## src/rtl/sst_pkg.sv

```systemverilog
package sst_pkg;

    // Serial framing conventions; the code values are part of the port contract.
    typedef enum logic [1:0] {
        FMT_I2S = 2'b00,
        FMT_LJ  = 2'b01,
        FMT_RJ  = 2'b10,
        FMT_DSP = 2'b11
    } fmt_e;

endpackage

```

## src/rtl/sst_bit_timer.sv

```systemverilog
module sst_bit_timer #(
    parameter int unsigned POS_W = 6
) (
    input  logic             bclk_i,
    input  logic             rst_ni,
    output logic [POS_W-1:0] pos_o,
    output logic [POS_W-1:0] pos_nxt_o,
    output logic             start_nxt_o
);

    typedef struct packed {
        logic [POS_W-1:0] pos;
    } tmr_t;

    tmr_t tmr_d, tmr_q;

    always_comb begin
        tmr_d     = tmr_q;
        tmr_d.pos = tmr_q.pos + POS_W'(1);
    end

    // Reset parks the counter on the last position so the first edge opens a frame.
    always_ff @(negedge bclk_i or negedge rst_ni) begin
        if (!rst_ni) begin
            tmr_q.pos <= '1;
        end else begin
            tmr_q <= tmr_d;
        end
    end

    assign pos_o       = tmr_q.pos;
    assign pos_nxt_o   = tmr_d.pos;
    assign start_nxt_o = (tmr_d.pos == '0);

endmodule

```

## src/rtl/sst_frame_cfg.sv

```systemverilog
module sst_frame_cfg
    import sst_pkg::*;
#(
    parameter int unsigned SAMPLE_W = 24,
    parameter int unsigned WLEN_W   = 5,
    parameter int unsigned WLEN_MIN = 16,
    parameter int unsigned WLEN_MAX = 24
) (
    input  logic                bclk_i,
    input  logic                rst_ni,
    input  logic                load_i,
    input  fmt_e                fmt_i,
    input  logic [WLEN_W-1:0]   wlen_i,
    input  logic [SAMPLE_W-1:0] left_i,
    input  logic [SAMPLE_W-1:0] right_i,
    output fmt_e                fmt_nxt_o,
    output logic [WLEN_W-1:0]   wlen_nxt_o,
    output logic [SAMPLE_W-1:0] left_nxt_o,
    output logic [SAMPLE_W-1:0] right_nxt_o,
    output fmt_e                fmt_o,
    output logic [WLEN_W-1:0]   wlen_o
);

    typedef struct packed {
        fmt_e                fmt;
        logic [WLEN_W-1:0]   wlen;
        logic [SAMPLE_W-1:0] left;
        logic [SAMPLE_W-1:0] right;
    } cfg_t;

    cfg_t              cfg_d, cfg_q;
    logic [WLEN_W-1:0] wlen_clamped;

    always_comb begin
        if (wlen_i < WLEN_W'(WLEN_MIN)) begin
            wlen_clamped = WLEN_W'(WLEN_MIN);
        end else if (wlen_i > WLEN_W'(WLEN_MAX)) begin
            wlen_clamped = WLEN_W'(WLEN_MAX);
        end else begin
            wlen_clamped = wlen_i;
        end

        cfg_d = cfg_q;
        if (load_i) begin
            cfg_d.fmt   = fmt_i;
            cfg_d.wlen  = wlen_clamped;
            cfg_d.left  = left_i;
            cfg_d.right = right_i;
        end
    end

    always_ff @(negedge bclk_i or negedge rst_ni) begin
        if (!rst_ni) begin
            cfg_q.fmt   <= FMT_I2S;
            cfg_q.wlen  <= WLEN_W'(WLEN_MAX);
            cfg_q.left  <= '0;
            cfg_q.right <= '0;
        end else begin
            cfg_q <= cfg_d;
        end
    end

    assign fmt_nxt_o   = cfg_d.fmt;
    assign wlen_nxt_o  = cfg_d.wlen;
    assign left_nxt_o  = cfg_d.left;
    assign right_nxt_o = cfg_d.right;
    assign fmt_o       = cfg_q.fmt;
    assign wlen_o      = cfg_q.wlen;

endmodule

```

## src/rtl/sst_slot_map.sv

```systemverilog
module sst_slot_map
    import sst_pkg::*;
#(
    parameter int unsigned POS_W     = 6,
    parameter int unsigned WLEN_W    = 5,
    parameter int unsigned HALF_BITS = 32
) (
    input  logic [POS_W-1:0]  pos_i,
    input  fmt_e              fmt_i,
    input  logic [WLEN_W-1:0] wlen_i,
    output logic              ws_o,
    output logic              active_o,
    output logic              chan_o,
    output logic [POS_W-1:0]  bit_o
);

    logic             half;
    logic [POS_W-1:0] idx;
    logic [POS_W-1:0] wl;
    logic [POS_W-1:0] wl2;
    logic [POS_W-1:0] lead;

    always_comb begin
        half     = pos_i[POS_W-1];
        idx      = {1'b0, pos_i[POS_W-2:0]};
        wl       = POS_W'(wlen_i);
        wl2      = wl + wl;
        lead     = POS_W'(HALF_BITS) - wl;
        ws_o     = 1'b0;
        active_o = 1'b0;
        chan_o   = half;
        bit_o    = '0;

        unique case (fmt_i)
            FMT_I2S: begin
                // Word clock low on the left half, data delayed one slot.
                ws_o = half;
                if (idx >= POS_W'(1) && idx <= wl) begin
                    active_o = 1'b1;
                    bit_o    = idx - POS_W'(1);
                end
            end
            FMT_LJ: begin
                ws_o = ~half;
                if (idx < wl) begin
                    active_o = 1'b1;
                    bit_o    = idx;
                end
            end
            FMT_RJ: begin
                ws_o = ~half;
                if (idx >= lead) begin
                    active_o = 1'b1;
                    bit_o    = idx - lead;
                end
            end
            FMT_DSP: begin
                // Single-slot sync, then left and right words back to back.
                ws_o = (pos_i == '0);
                if (pos_i >= POS_W'(1) && pos_i <= wl) begin
                    active_o = 1'b1;
                    chan_o   = 1'b0;
                    bit_o    = pos_i - POS_W'(1);
                end else if (pos_i > wl && pos_i <= wl2) begin
                    active_o = 1'b1;
                    chan_o   = 1'b1;
                    bit_o    = pos_i - POS_W'(1) - wl;
                end
            end
            default: begin
                ws_o = 1'b0;
            end
        endcase
    end

endmodule

```

## src/rtl/stereo_ser_tx.sv

```systemverilog
module stereo_ser_tx
    import sst_pkg::*;
#(
    parameter int unsigned SAMPLE_W  = 24,
    parameter int unsigned WLEN_W    = 5,
    parameter int unsigned WLEN_MIN  = 16,
    parameter int unsigned WLEN_MAX  = 24,
    parameter int unsigned HALF_BITS = 32
) (
    input  logic                bclk_i,
    input  logic                rst_ni,
    input  logic [1:0]          fmt_i,
    input  logic [WLEN_W-1:0]   wlen_i,
    input  logic [SAMPLE_W-1:0] left_i,
    input  logic [SAMPLE_W-1:0] right_i,
    output logic                ws_o,
    output logic                sd_o
);

    localparam int unsigned FRAME_BITS = 2 * HALF_BITS;
    localparam int unsigned POS_W      = $clog2(FRAME_BITS);

    typedef struct packed {
        logic ws;
        logic sd;
    } out_t;

    logic [POS_W-1:0]    pos_q;
    logic [POS_W-1:0]    pos_nxt;
    logic                start_nxt;
    fmt_e                fmt_nxt;
    fmt_e                cur_fmt;
    logic [WLEN_W-1:0]   wlen_nxt;
    logic [WLEN_W-1:0]   cur_wlen;
    logic [SAMPLE_W-1:0] left_nxt;
    logic [SAMPLE_W-1:0] right_nxt;
    logic                slot_ws;
    logic                slot_active;
    logic                slot_chan;
    logic [POS_W-1:0]    slot_bit;
    logic [SAMPLE_W-1:0] word_sel;
    logic [SAMPLE_W-1:0] word_shift;
    out_t                out_d, out_q;

    sst_bit_timer #(
        .POS_W (POS_W)
    ) u_timer (
        .bclk_i      (bclk_i),
        .rst_ni      (rst_ni),
        .pos_o       (pos_q),
        .pos_nxt_o   (pos_nxt),
        .start_nxt_o (start_nxt)
    );

    sst_frame_cfg #(
        .SAMPLE_W (SAMPLE_W),
        .WLEN_W   (WLEN_W),
        .WLEN_MIN (WLEN_MIN),
        .WLEN_MAX (WLEN_MAX)
    ) u_cfg (
        .bclk_i      (bclk_i),
        .rst_ni      (rst_ni),
        .load_i      (start_nxt),
        .fmt_i       (fmt_e'(fmt_i)),
        .wlen_i      (wlen_i),
        .left_i      (left_i),
        .right_i     (right_i),
        .fmt_nxt_o   (fmt_nxt),
        .wlen_nxt_o  (wlen_nxt),
        .left_nxt_o  (left_nxt),
        .right_nxt_o (right_nxt),
        .fmt_o       (cur_fmt),
        .wlen_o      (cur_wlen)
    );

    // Decode the position about to be driven, using the configuration it will see.
    sst_slot_map #(
        .POS_W     (POS_W),
        .WLEN_W    (WLEN_W),
        .HALF_BITS (HALF_BITS)
    ) u_map (
        .pos_i    (pos_nxt),
        .fmt_i    (fmt_nxt),
        .wlen_i   (wlen_nxt),
        .ws_o     (slot_ws),
        .active_o (slot_active),
        .chan_o   (slot_chan),
        .bit_o    (slot_bit)
    );

    always_comb begin
        word_sel   = slot_chan ? right_nxt : left_nxt;
        word_shift = word_sel << slot_bit;
        out_d.ws   = slot_ws;
        out_d.sd   = slot_active & word_shift[SAMPLE_W-1];
    end

    always_ff @(negedge bclk_i or negedge rst_ni) begin
        if (!rst_ni) begin
            out_q <= '0;
        end else begin
            out_q <= out_d;
        end
    end

    assign ws_o = out_q.ws;
    assign sd_o = out_q.sd;

endmodule

```

## config.mk

```make
export PLATFORM = sky130hd
export DESIGN_NAME = stereo_ser_tx
export DESIGN_NICKNAME = d
export VERILOG_FILES = /design/src/rtl/sst_pkg.sv /design/src/rtl/sst_bit_timer.sv /design/src/rtl/sst_frame_cfg.sv /design/src/rtl/sst_slot_map.sv /design/src/rtl/stereo_ser_tx.sv
export SDC_FILE = /design/constraint.sdc
export NUM_CORES = 1
export LEC_CHECK = 0
export BUFFER_PORTS_ARGS = -buffer_cell sky130_fd_sc_hd__buf_2
export CORE_MARGIN = 5
export CORE_UTILIZATION = 60
export CTS_CLUSTER_SIZE = 25
export DETAILED_ROUTE_END_ITERATION = 10
export MAX_ROUTING_LAYER = met4
export PLACE_DENSITY = 0.83
export RECOVER_POWER = 50
export SLEW_MARGIN = 15
export SYNTH_ARGS = -nofsm -noshare
export SYNTH_HDL_FRONTEND = slang
export SYNTH_SLANG_ARGS = --single-unit
```

## constraint.sdc

```tcl
create_clock -name bclk_i -period 16.2 [get_ports bclk_i]
set_input_delay 1.62 -clock bclk_i [delete_from_list [all_inputs] [get_ports bclk_i]]
set_output_delay 1.62 -clock bclk_i [all_outputs]
set_load 0.005 [all_outputs]
```

==> implementation parameters, run 1 <==
Parameter                              Value

Worst setup path
  Critical path launch point type    input pin
  Critical path data arrival time    6.06 ns
  Critical-path cell with the highest stage delay    mux4_1
  Category of the critical setup timing path    in2reg
  Largest incremental delay on the critical path    0.59 ns
  Endpoint type of the worst setup path    register
  Required time reported for the critical path endpoint    8.27 ns
  Critical path cell sequence    buf_2 > nor2b_1 > and3_1 > a21oi_1 > ha_1 > nand2_1 > o21a_1 > a22oi_1 > nand4_1 > and3_1 > or3_1 > a21oi_4 > mux4_1 > or3_1 > nand4b_1 > o211ai_2
  Register-to-register path setup slack    8.36 ns
  Cell family with most CP delay    simple AND/OR/NAND/NOR gates
  Crit Path Max Fanout    12
  Buffers & Inverters on Critical Path    1

Synth
  Mean post-synth cell area    8.623 um2
  Unique masters post-synth    61
  Number of synthesis warnings    0
  Synth top area share    32.05%
  Library cell with the largest summed area after synthesis    dfrtn_1
  Post-Synthesis Cell Area    4294 um2
  Async set-or-reset flop fraction in the synthesized netlist    100.0%
  Area contributors post-synth    dfrtn_1 (32%), nand2_1 (15%), ha_1 (6.7%)
  EDFF count, synth    0
  Sequential share of the synthesized area    36.95%
  Gate Count Post-Synth    498
  Syn Nets    580
  Post-synthesis register bit count    63
  Dominant register cell in the synthesized netlist    dfrtn_1

GRT
  Overall fraction of global-route tracks in use    25.99%
  Vias in the first global route    3686
  Overflow after GRT    0
  Global-route wire length before repair    17530 um
  Pin count of the biggest net entering global routing    64
  Initial antenna violation count    0

Run status
  Violated checks    capacitance limit, slew limit
  Run status    complete, but fails checks

Detailed routing
  Average routed wire per standard cell    16.41 um
  DR pass1 iterations    4
  First DRT Iteration DRCs    241
  Routed via count    3693
  # DRC    0
  Residual antenna-violating net count after detailed routing    0
  Post-DR vias/cell    5.638
  Detailed-route wire length    10750 um

Timing
  Worst max-slew margin expressed relative to the limit    -116.0%
  Clk_skew    0.06305 ns
  Number of hold-slack violations in the final timing report    0
  Total negative slack    0 ns
  Count of endpoints failing setup in the final report    0
  Setup repair after global routing missed its margin    false
  Max-slew violations    125
  Slew @ Worst Pin    3.240 ns

Layout
  Number of nets in the layout    636
  Sequential cell area    1587 um2
  Ant. Diodes    0
  Layout overhead on the synthesized area    10.87%
  Footprint of the multi-input gates    2415 um2
  Filler cell count    575
  Proportion of layout cells with a drive suffix above 1    17.17%
  Design area    4761 um2

Hold path
  Hold Path Class    reg2reg

Floorplanning
  Die span in y    94.60 um
  Die Span X    94.60 um
  IO Count    59
  Placement row count    30
  Starting Density    62.51%
  Placeable core region    6869 um2
  Die Footprint    8949 um2

Clock network
  Clock tree sinks    63
  Max Buffers Root-to-Sink    2
  Insertion delay of the later-clocked pin in the worst-skew pair    0.39 ns
  H-tree level count    3
  Clock tree from TritonCTS    yes
  Hold buffer count at CTS    0
  Total clock buffers created by CTS    9
  Clk slew on worst S/H paths    0.05 ns
  Number of gates resized after cts    0
  Number of post-CTS setup repair buffers    0
  Cell at the root of the clock tree    clkbuf_8

Power and ir drop
  Peak supply drop    0.05008 mV
  Sequential Power Share    49.6%
  Int Power    242.2 uW
  Switching power of the nets    77.93 uW
  Pleak    2.275 nW
  Net switching fraction of the power    24.34%
  Clk network pwr share    46.7%
  Comb power frac    3.7%
  Power density of the placed cells    67.25 nW/um2

Flow run
  Maxcap violations    2

Placed design
  Buffers on Ports    58
  Post-place instance area    4548 um2
  GP Congestion    0.9612
  Detailed placer's ending HPWL    7930 um
worst paths after layout:
kind | from | endpoint | cells after the start
worst max-delay path | wlen_i[3] | sd_o$_DFF_NN0_ | 16
worst min-delay path | u_cfg.cfg_q[1]$_DFF_NN0_ | u_cfg.cfg_q[1]$_DFF_NN0_ | 2
worst max register to register | u_timer.pos_o[0]$_DFF_NN1_ | sd_o$_DFF_NN0_ | 16
min in group asynchronous | rst_ni | u_cfg.wlen_o[1]$_DFF_NN0_ | 2
worst min register to register | u_cfg.cfg_q[1]$_DFF_NN0_ | u_cfg.cfg_q[1]$_DFF_NN0_ | 2
max in group asynchronous | rst_ni | u_cfg.cfg_q[32]$_DFF_NN0_ | 2
metal layers:
metal,up-vias,track usage (%),routed length [um]
met2,111,40.87,5015
met3,14,4.462,605
met5,-,-,0
met1,1753,34.41,4987
met4,0,8.173,142
li1,1815,-,-
power by group through the flow:
stage	registers, mW	clock network, mW	logic [mW]
2_1_floorplan	0.161	0.00343	0.00311
3_3_place_gp	0.161	0.00343	0.0121
3_5_place_dp	0.161	0.00343	0.0123
4_1_cts	0.159	0.152	0.0124
5_1_grt	0.159	0.161	0.0137
6_report	0.159	0.149	0.0120
cells by family (layout without fill, tap and decap cells):
family	Yosys count	after routing	share of synthesized area, %
compound gates	79	79	14.01
xor+xnor	13	13	2.652
fa+ha+maj	25	25	7.634
buf+inv	51	112	6.935
flops	63	63	36.95
mux	31	31	8.129
simple gates	236	236	23.69
placed cells by master (no fill, tap or decap), types with 3 or more instances in the layout:
master,instances
a211oi_1,8
o211a_1,4
clkbuf_8,10
nor2b_1,6
a31oi_1,4
xor2_1,5
a21oi_1,11
o22ai_1,3
or3_1,5
mux2_2,4
nand2_1,167
xnor2_1,8
and3_1,4
nor2_1,17
ha_1,23
nand2b_1,4
dfrtn_1,55
inv_1,34
nand4_1,4
nand3_1,8
dfstp_2,7
buf_2,58
mux2i_1,24
a21o_1,4
nor4_1,3
a211o_1,5
o21a_1,6
clkbuf_1,3
nor3_1,6
o21ai_0,9
a32oi_1,4
o31a_1,3
area by class of cell:
type	count	share of cell area (%)
multi-input combinational	384	50.72
sequential	63	33.32
timing repair buffer	62	6.491
clock buffer	10	2.891
tap	96	2.523
inverter	26	2.050
clock inverter	14	1.997
synthesized netlist by cell type, drive strengths merged (6+ instances only):
library cell	n
clkbuf	12
a211oi	8
mux2i	24
nor2	17
nand2	167
buf	11
dfstp	8
a21oi	13
nor3	7
xnor2	8
nand3	9
dfrtn	55
o21a	6
ha	23
nor2b	6
inv	27
o21ai	9
state kept, by name, indices dropped and copies added (netlist names):
name and count:
sd_o 1, u_timer.pos_o 6, u_cfg.cfg_q 48, u_cfg.wlen_o 5, u_cfg.fmt_o 2, ws_o 1
metrics by stage:
stage	worst slack (ns)	cells	hold WS (ns)	total power [mW]	utilization, %
final	2.218	655	0.4186	0.3202	69.31
after global placement	2.286	632	0.4111	0.1769	66.21
after floorplan	2.805	498	0.3936	0.1677	-
after global routing	1.856	655	0.4363	0.3329	69.31
after detailed placement	2.042	632	0.4149	0.1772	66.21
after CTS	2.390	655	0.4175	0.3229	69.54
tightest hold or removal path, cell delays in order, from the launching register on:
cell and delay (ns):
dfrtn_1 0.39, nand2_1 0.04, nand2_1 0.07
Power figures use the tool's default switching activity.
==> run 2: changes to the inputs <==
- CORE_UTILIZATION: 60 -> 50
- PLACE_DENSITY: 0.83 -> 0.71
==> run 2 against run 1 <==
Compared with the run above: the run still ends with capacitance limit, slew limit left; utilization is 12 points lower; largest cell class unchanged; critical path type unchanged; clock power rose by 10%; power rose by 4.6%; critical path depth grew 3; register-to-register slack better by 1.4 ns; routed wire length decreased by 1.9%; sequential share of layout area shrank 0.22 points; clock skew shrank 0.0035 ns; first-iteration DRC count fell by 9.1%; hold slack about the same; sequential power barely moved; combinational power about the same.
==> implementation parameters, run 2 (synthesized netlist as in run 1, its figures left out) <==
Parameter                              Value

Run status
  Run status    complete, but fails checks
  Violated checks    capacitance limit, slew limit

Layout
  Ant. Diodes    0 (unchanged)
  Layout overhead on the synthesized area    11.60%
  Commonest non-fill, non-tap cells in the layout    nand2_1 (167), buf_2 (56), dfrtn_1 (55)
  Flip-flop count of the largest register, all copies and words added    48 (unchanged)
  Most common library cell in the layout ignoring fill and taps    nand2_1
  Most flops, register    u_cfg.cfg_q
  Proportion of layout cells with a drive suffix above 1    16.99% (-0.18 points)
  Design area    4792 um2 (+0.66%)
  Number of nets in the layout    636 (unchanged)

Clock network
  Clock tree sinks    63 (unchanged)
  Max Buffers Root-to-Sink    2 (unchanged)
  Cell at the root of the clock tree    clkbuf_8
  H-tree level count    3 (unchanged)
  Hold buffer count at CTS    0 (unchanged)
  Clk slew on worst S/H paths    0.05 ns (about the same)
  Insertion delay of the later-clocked pin in the worst-skew pair    0.39 ns (about the same)
  Number of gates resized after cts    0 (unchanged)
  Number of post-CTS setup repair buffers    0 (unchanged)
  Clock tree from TritonCTS    yes
  Total clock buffers created by CTS    9 (unchanged)

Placed design
  Detailed placer's ending HPWL    7912 um (-0.23%)
  Worst slack at placement    2.034 ns (-0.008300 ns)
  Buffers on Ports    58 (unchanged)
  GP Congestion    0.9709 (+1.0%)
  Post-place instance area    4559 um2 (+0.25%)

Timing
  Setup repair after global routing missed its margin    false
  Number of hold-slack violations in the final timing report    0 (unchanged)
  Worst Hold Margin    0.4182 ns (-0.0004150 ns)
  Worst max-slew margin expressed relative to the limit    -116.4% (-0.41 points)
  Worst Setup Slack, final    2.363 ns (+0.1452 ns)
  Slew @ Worst Pin    3.247 ns (+0.006211 ns)
  Clk_skew    0.05954 ns (-0.003515 ns)
  Count of endpoints failing setup in the final report    0 (unchanged)
  Total negative slack    0 ns (unchanged)
  Max-slew violations    64 (-49%)

Floorplanning
  Die Footprint    10540 um2 (+18%)
  Die Span X    102.7 um (+8.5%)
  Die span in y    102.7 um (+8.5%)
  Placeable core region    8299 um2 (+21%)
  Placement row count    33 (+10%)
  Starting Density    51.74% (-11 points)
  IO Count    59 (unchanged)

Hold path
  HP Start    u_cfg.cfg_q[30]$_DFF_NN0_
  End of the worst hold path    u_cfg.cfg_q[30]$_DFF_NN0_
  Hold Path Class    reg2reg
  Hold Crit Depth    2 (unchanged)

Detailed routing
  Post-DR vias/cell    5.441 (-3.5%)
  Average routed wire per standard cell    15.89 um (-3.2%)
  Detailed-route wire length    10550 um (-1.9%)
  Routed via count    3613 (-2.2%)
  DR pass1 iterations    5 (+1)
  First DRT Iteration DRCs    219 (-9.1%)
  # DRC    0 (unchanged)
  Residual antenna-violating net count after detailed routing    0 (unchanged)

Worst setup path
  CP Launch Point    wlen_i[3]
  Largest incremental delay on the critical path    0.59 ns (about the same)
  Critical path data arrival time    5.91 ns (-0.15 ns)
  Register-to-register path setup slack    9.78 ns (+1.42 ns)
  Critical-path cell with the highest stage delay    mux4_1
  Cell family with most CP delay    compound AO/OA/AOI/OAI gates
  Required time reported for the critical path endpoint    8.27 ns (about the same)
  Category of the critical setup timing path    in2reg
  Number of cell instances on the worst register-to-register path    20 (+4)
  Critical path cell sequence    buf_2 > nor2b_1 > nand2_1 > o21ai_0 > inv_1 > ha_1 > xnor2_1 > ha_1 > a21o_1 > a21oi_1 > a31oi_1 > o21a_1 > nand2_1 > o211a_1 > a21oi_4 > mux4_1 > or3_1 > nand4b_1 > o211ai_2
  Buffers & Inverters on Critical Path    2 (+1)
  Endpoint type of the worst setup path    register
  CP Depth    19 (+3)
  Crit Path Max Fanout    12 (unchanged)
  Endpoint of the lowest-slack register-to-register path    sd_o$_DFF_NN0_
  Startpoint of the worst register-to-register path    u_timer.pos_o[0]$_DFF_NN1_
  Critical path launch point type    input pin

Flow run
  Maxcap violations    1 (-1)

GRT
  Pin count of the biggest net entering global routing    64 (unchanged)
  Vias in the first global route    3620 (-1.8%)
  Overflow after GRT    0 (unchanged)
  Overall fraction of global-route tracks in use    22.21% (-3.8 points)
  Global-route wire length before repair    17560 um (+0.16%)
  Initial antenna violation count    0 (unchanged)

Power and ir drop
  Peak supply drop    0.03785 mV (-24%)
  Power density of the placed cells    69.92 nW/um2 (+4.0%)
  Pleak    2.280 nW (+0.21%)
run 2: cell types whose count changed in the layout (fill, tap and decap cells not counted):
| cell | change |
|---|---|
| bufinv_16 | +1 |
| buf_4 | +1 |
| clkbuf_1 | +1 |
| clkinv_2 | -1 |
| clkinv_4 | -1 |
| mux2_2 | +1 |
| mux2_1 | -1 |
| nand3_2 | -1 |
| buf_2 | -2 |
| nand3_1 | +1 |
| clkinvlp_4 | +1 |
run 2: worst max path at each step:
| stage | slack (ns) | to |
|---|---|---|
| 2_1_floorplan | 2.81 | sd_o$_DFF_NN0_ |
| 3_3_place_gp | 2.27 | sd_o$_DFF_NN0_ |
| 3_5_place_dp | 2.03 | sd_o$_DFF_NN0_ |
| 4_1_cts | 2.39 | sd_o$_DFF_NN0_ |
| 5_1_grt | 1.95 | sd_o$_DFF_NN0_ |
| 6_report | 2.36 | sd_o$_DFF_NN0_ |
run 2: where the power goes:
part | internal (mW) | switching (mW)
sequential | 0.158 | 0.000271
combinational | 0.00569 | 0.00632
clock | 0.0937 | 0.0706
total | 0.258 | 0.0772
run 2: worst reg2reg max path, cell delays in order, from the launching register on:
cell and delay, ns:
dfstp_1 0.78, ha_1 0.33, nand2_1 0.12, a21oi_1 0.26, nand3_1 0.60, o21ai_0 0.74, inv_1 0.11, ha_1 0.23
xnor2_1 0.13, ha_1 0.37, a21o_1 0.14, a21oi_1 0.10, a31oi_1 0.20, o21a_1 0.27, nand2_1 0.09, o211a_1 0.20
a21oi_4 0.44, mux4_1 0.60, or3_1 0.31, nand4b_1 0.12, o211ai_2 0.08
run 2: cell type report:
class                           instances  area, um2
Clock buffer                           10      137.6
Sequential cell                        63       1587
Multi-Input combinational cell        384       2410
Clock inverter                         14      118.9
Fill cell                             763       3507
Timing Repair Buffer                   62      310.3
Tap cell                              105      131.4
Inverter                               26      97.59
run 2: metrics by stage:
step / power, mW / cells / utilization (%)
after floorplan: 0.1677 / 498 / -
after global placement: 0.1771 / 641 / 54.94
after detailed placement: 0.1773 / 641 / 54.94
after CTS: 0.3393 / 664 / 57.98
after global routing: 0.3522 / 664 / 57.74
final: 0.3350 / 664 / 57.74
run 2: layer usage:
metal  track usage (%)  up-vias  wire [um]
met5                 -        -          0
met4             6.256        0        139
met3             5.007       16        650
met2             33.47       97       4831
met1             30.16     1684       4927
li1                  -     1816          -
==> run 3: changes to the inputs <==
- REMOVE_ABC_BUFFERS: not set -> 1
==> run 3 against run 2 <==
Compared with the run above: the flow still finishes with violations (capacitance limit, slew limit); via count rose by 2.9%; critical path depth decreased by 3; critical endpoint unchanged; power up 8.5%; routed wire length is 3.7% lower; utilization rose by 0.51 points; register-to-register slack got worse by 1.4 ns; sequential share of layout area down 0.29 points; sequential cell count did not move.
==> implementation parameters, run 3 (synthesized netlist as in run 1, its figures left out) <==
Parameter                              Value

Run status
  Run status    complete, but fails checks
  Violated checks    capacitance limit, slew limit

Layout
  Flip-flop count of the largest register, all copies and words added    48 (unchanged)
  Most flops, register    u_cfg.cfg_q
  Final Core Density    58.25% (+0.51 points)
  Proportion of layout cells with a drive suffix above 1    17.20% (+0.21 points)
  Commonest non-fill, non-tap cells in the layout    nand2_1 (167), buf_2 (58), dfrtn_1 (55)
  Layout overhead on the synthesized area    12.59%
  Design area    4835 um2 (+0.89%)
  Ant. Diodes    0 (unchanged)
  Number of nets in the layout    635 (-0.16%)
  Most common library cell in the layout ignoring fill and taps    nand2_1
  Fin cells    663 (-0.15%)
  Filler cell count    747 (-2.1%)

Placed design
  GP Congestion    1.011 (+4.1%)
  Post-place instance area    4552 um2 (-0.16%)
  Detailed placer's ending HPWL    7278 um (-8.0%)
  Buffers on Ports    58 (unchanged)
  Total instance count after detailed placement    640 (-0.16%)
  Worst slack at placement    2.039 ns (+0.005030 ns)

Floorplanning
  Starting Density    51.74% (unchanged)
  Placement row count    33 (unchanged)
  IO Count    59 (unchanged)
  Die span in y    102.7 um (unchanged)
  Placeable core region    8299 um2 (unchanged)
  Die Span X    102.7 um (unchanged)
  Die Footprint    10540 um2 (unchanged)

Worst setup path
  Critical path launch point type    input pin
  Category of the critical setup timing path    in2reg
  Endpoint type of the worst setup path    register
  Register-to-register path setup slack    8.33 ns (-1.45 ns)
  Required time reported for the critical path endpoint    8.28 ns (about the same)
  Startpoint of the worst register-to-register path    u_timer.pos_o[0]$_DFF_NN1_
  Crit Path Max Fanout    12 (unchanged)
  Number of cell instances on the worst register-to-register path    17 (-15%)
  Critical path data arrival time    6.12 ns (+0.21 ns)
  CP Launch Point    wlen_i[3]

Timing
  Clk_skew    0.06396 ns (+0.004421 ns)
  Worst Hold Margin    0.4130 ns (-0.005253 ns)
  Number of hold-slack violations in the final timing report    0 (unchanged)
  Max-slew violations    125 (+95%)
  Setup repair after global routing missed its margin    false
  Total negative slack    0 ns (unchanged)
  Count of endpoints failing setup in the final report    0 (unchanged)
  Worst max-slew margin expressed relative to the limit    -121.0% (-4.5 points)
  Slew @ Worst Pin    3.315 ns (+0.06804 ns)
  Worst Setup Slack, final    2.155 ns (-0.2082 ns)

Clock network
  Max Buffers Root-to-Sink    2 (unchanged)
  Cell at the root of the clock tree    clkbuf_8
  Total clock buffers created by CTS    9 (unchanged)
  Clock tree sinks    63 (unchanged)
  H-tree level count    3 (unchanged)
  Insertion delay of the later-clocked pin in the worst-skew pair    0.39 ns (about the same)
  Clock tree from TritonCTS    yes
  Number of gates resized after cts    0 (unchanged)
  Clk slew on worst S/H paths    0.05 ns (about the same)
  Hold buffer count at CTS    0 (unchanged)
  Number of post-CTS setup repair buffers    0 (unchanged)

Detailed routing
  Top Metal Used    met4
  Post-DR vias/cell    5.609 (+3.1%)
  Detailed-route wire length    10160 um (-3.7%)
  First DRT Iteration DRCs    242 (+11%)
  Residual antenna-violating net count after detailed routing    0 (unchanged)
  Routed via count    3719 (+2.9%)
  # DRC    0 (unchanged)
  DR pass1 iterations    5 (unchanged)
  Routed met3 length    673 um (+3.5%)
  Average routed wire per standard cell    15.32 um (-3.6%)
  WL met1    4719 um (-4.2%)
  Routed length on met2    4586 um (-5.1%)

GRT
  Initial antenna violation count    0 (unchanged)
  Global-route wire length before repair    17150 um (-2.4%)
  Pin count of the biggest net entering global routing    64 (unchanged)
  Overflow after GRT    0 (unchanged)
  Overall fraction of global-route tracks in use    21.25% (-0.96 points)
  Vias in the first global route    3618 (-0.055%)

Power and ir drop
  PnR Total Power    363.6 uW (+8.5%)
  Power density of the placed cells    75.22 nW/um2 (+7.6%)
  Clk network pwr share    53.1% (+4.1 points)
  Peak supply drop    0.04317 mV (+14%)
  Sequential Power Share    43.6% (-3.8 points)
  Pleak    2.303 nW (+0.99%)
  Net switching fraction of the power    22.14% (-0.91 points)
  Comb power frac    3.3% (-0.3 points)
  Int Power    283.1 uW (+9.8%)
  Switching power of the nets    80.52 uW (+4.2%)

Hold path
  Hold Crit Depth    2 (unchanged)
  HP Start    u_cfg.cfg_q[44]$_DFF_NN0_
  Hold Path Class    reg2reg

Flow run
  Maxcap violations    2 (+1)
[run 3: cell types whose count changed in the layout (fill, tap and decap cells not counted)]
cell / previous run / this run
buf_2: 56 / 58
clkbuf_1: 4 / 2
buf_4: 2 / 1
bufinv_16: 2 / 3
clkbuf_16: 0 / 1
clkinv_2: 1 / 0
clkinvlp_4: 2 / 1
mux2_1: 0 / 1
mux2_2: 5 / 4
nand3_1: 9 / 8
nand3_2: 0 / 1
[run 3: layout make-up]
| cell class | instances | area (um2) | share of cell area, % |
|---|---|---|---|
| well taps | 105 | 131.4 | 2.717 |
| flip-flops and latches | 63 | 1587 | 32.82 |
| repair buffers | 61 | 305.3 | 6.315 |
| multi-input cells | 384 | 2415 | 49.95 |
| clock inverters | 13 | 136.4 | 2.821 |
| clock buffers | 11 | 162.7 | 3.364 |
| inverters | 26 | 97.59 | 2.019 |
[run 3: critical path: stages]
cell      delay, ns
buf_2          0.10
nor2b_1        0.20
and3_1         0.18
a21oi_1        0.12
ha_1           0.51
nand2_1        0.08
o21a_1         0.19
a22oi_1        0.30
nand4_1        0.22
and3_1         0.48
or3_1          0.51
a21oi_4        0.47
mux4_1         0.62
or3_1          0.31
nand4b_1       0.12
o211ai_2       0.08
[run 3: power groups by stage]
stage	registers, mW	logic (mW)	clock network, mW
after floorplan	0.161	0.00197	0.00343
after global placement	0.161	0.0122	0.00343
after detailed placement	0.161	0.0123	0.00343
after CTS	0.159	0.0123	0.194
after global routing	0.159	0.0137	0.205
final	0.159	0.0119	0.193
[run 3: final timing paths]
check                                                 end
worst max-delay path                       sd_o$_DFF_NN0_
worst min-delay path            u_cfg.cfg_q[44]$_DFF_NN0_
worst max register to register             sd_o$_DFF_NN0_
worst min register to register  u_cfg.cfg_q[44]$_DFF_NN0_
max in group asynchronous       u_cfg.cfg_q[11]$_DFF_NN0_
min in group asynchronous        u_cfg.fmt_o[1]$_DFF_NN0_
[run 3: layer usage]
metal	GRT usage [%]	up-vias
met3	5.007	22
met4	6.660	0
met2	31.98	134
li1	-	1813
met5	-	-
met1	28.49	1750
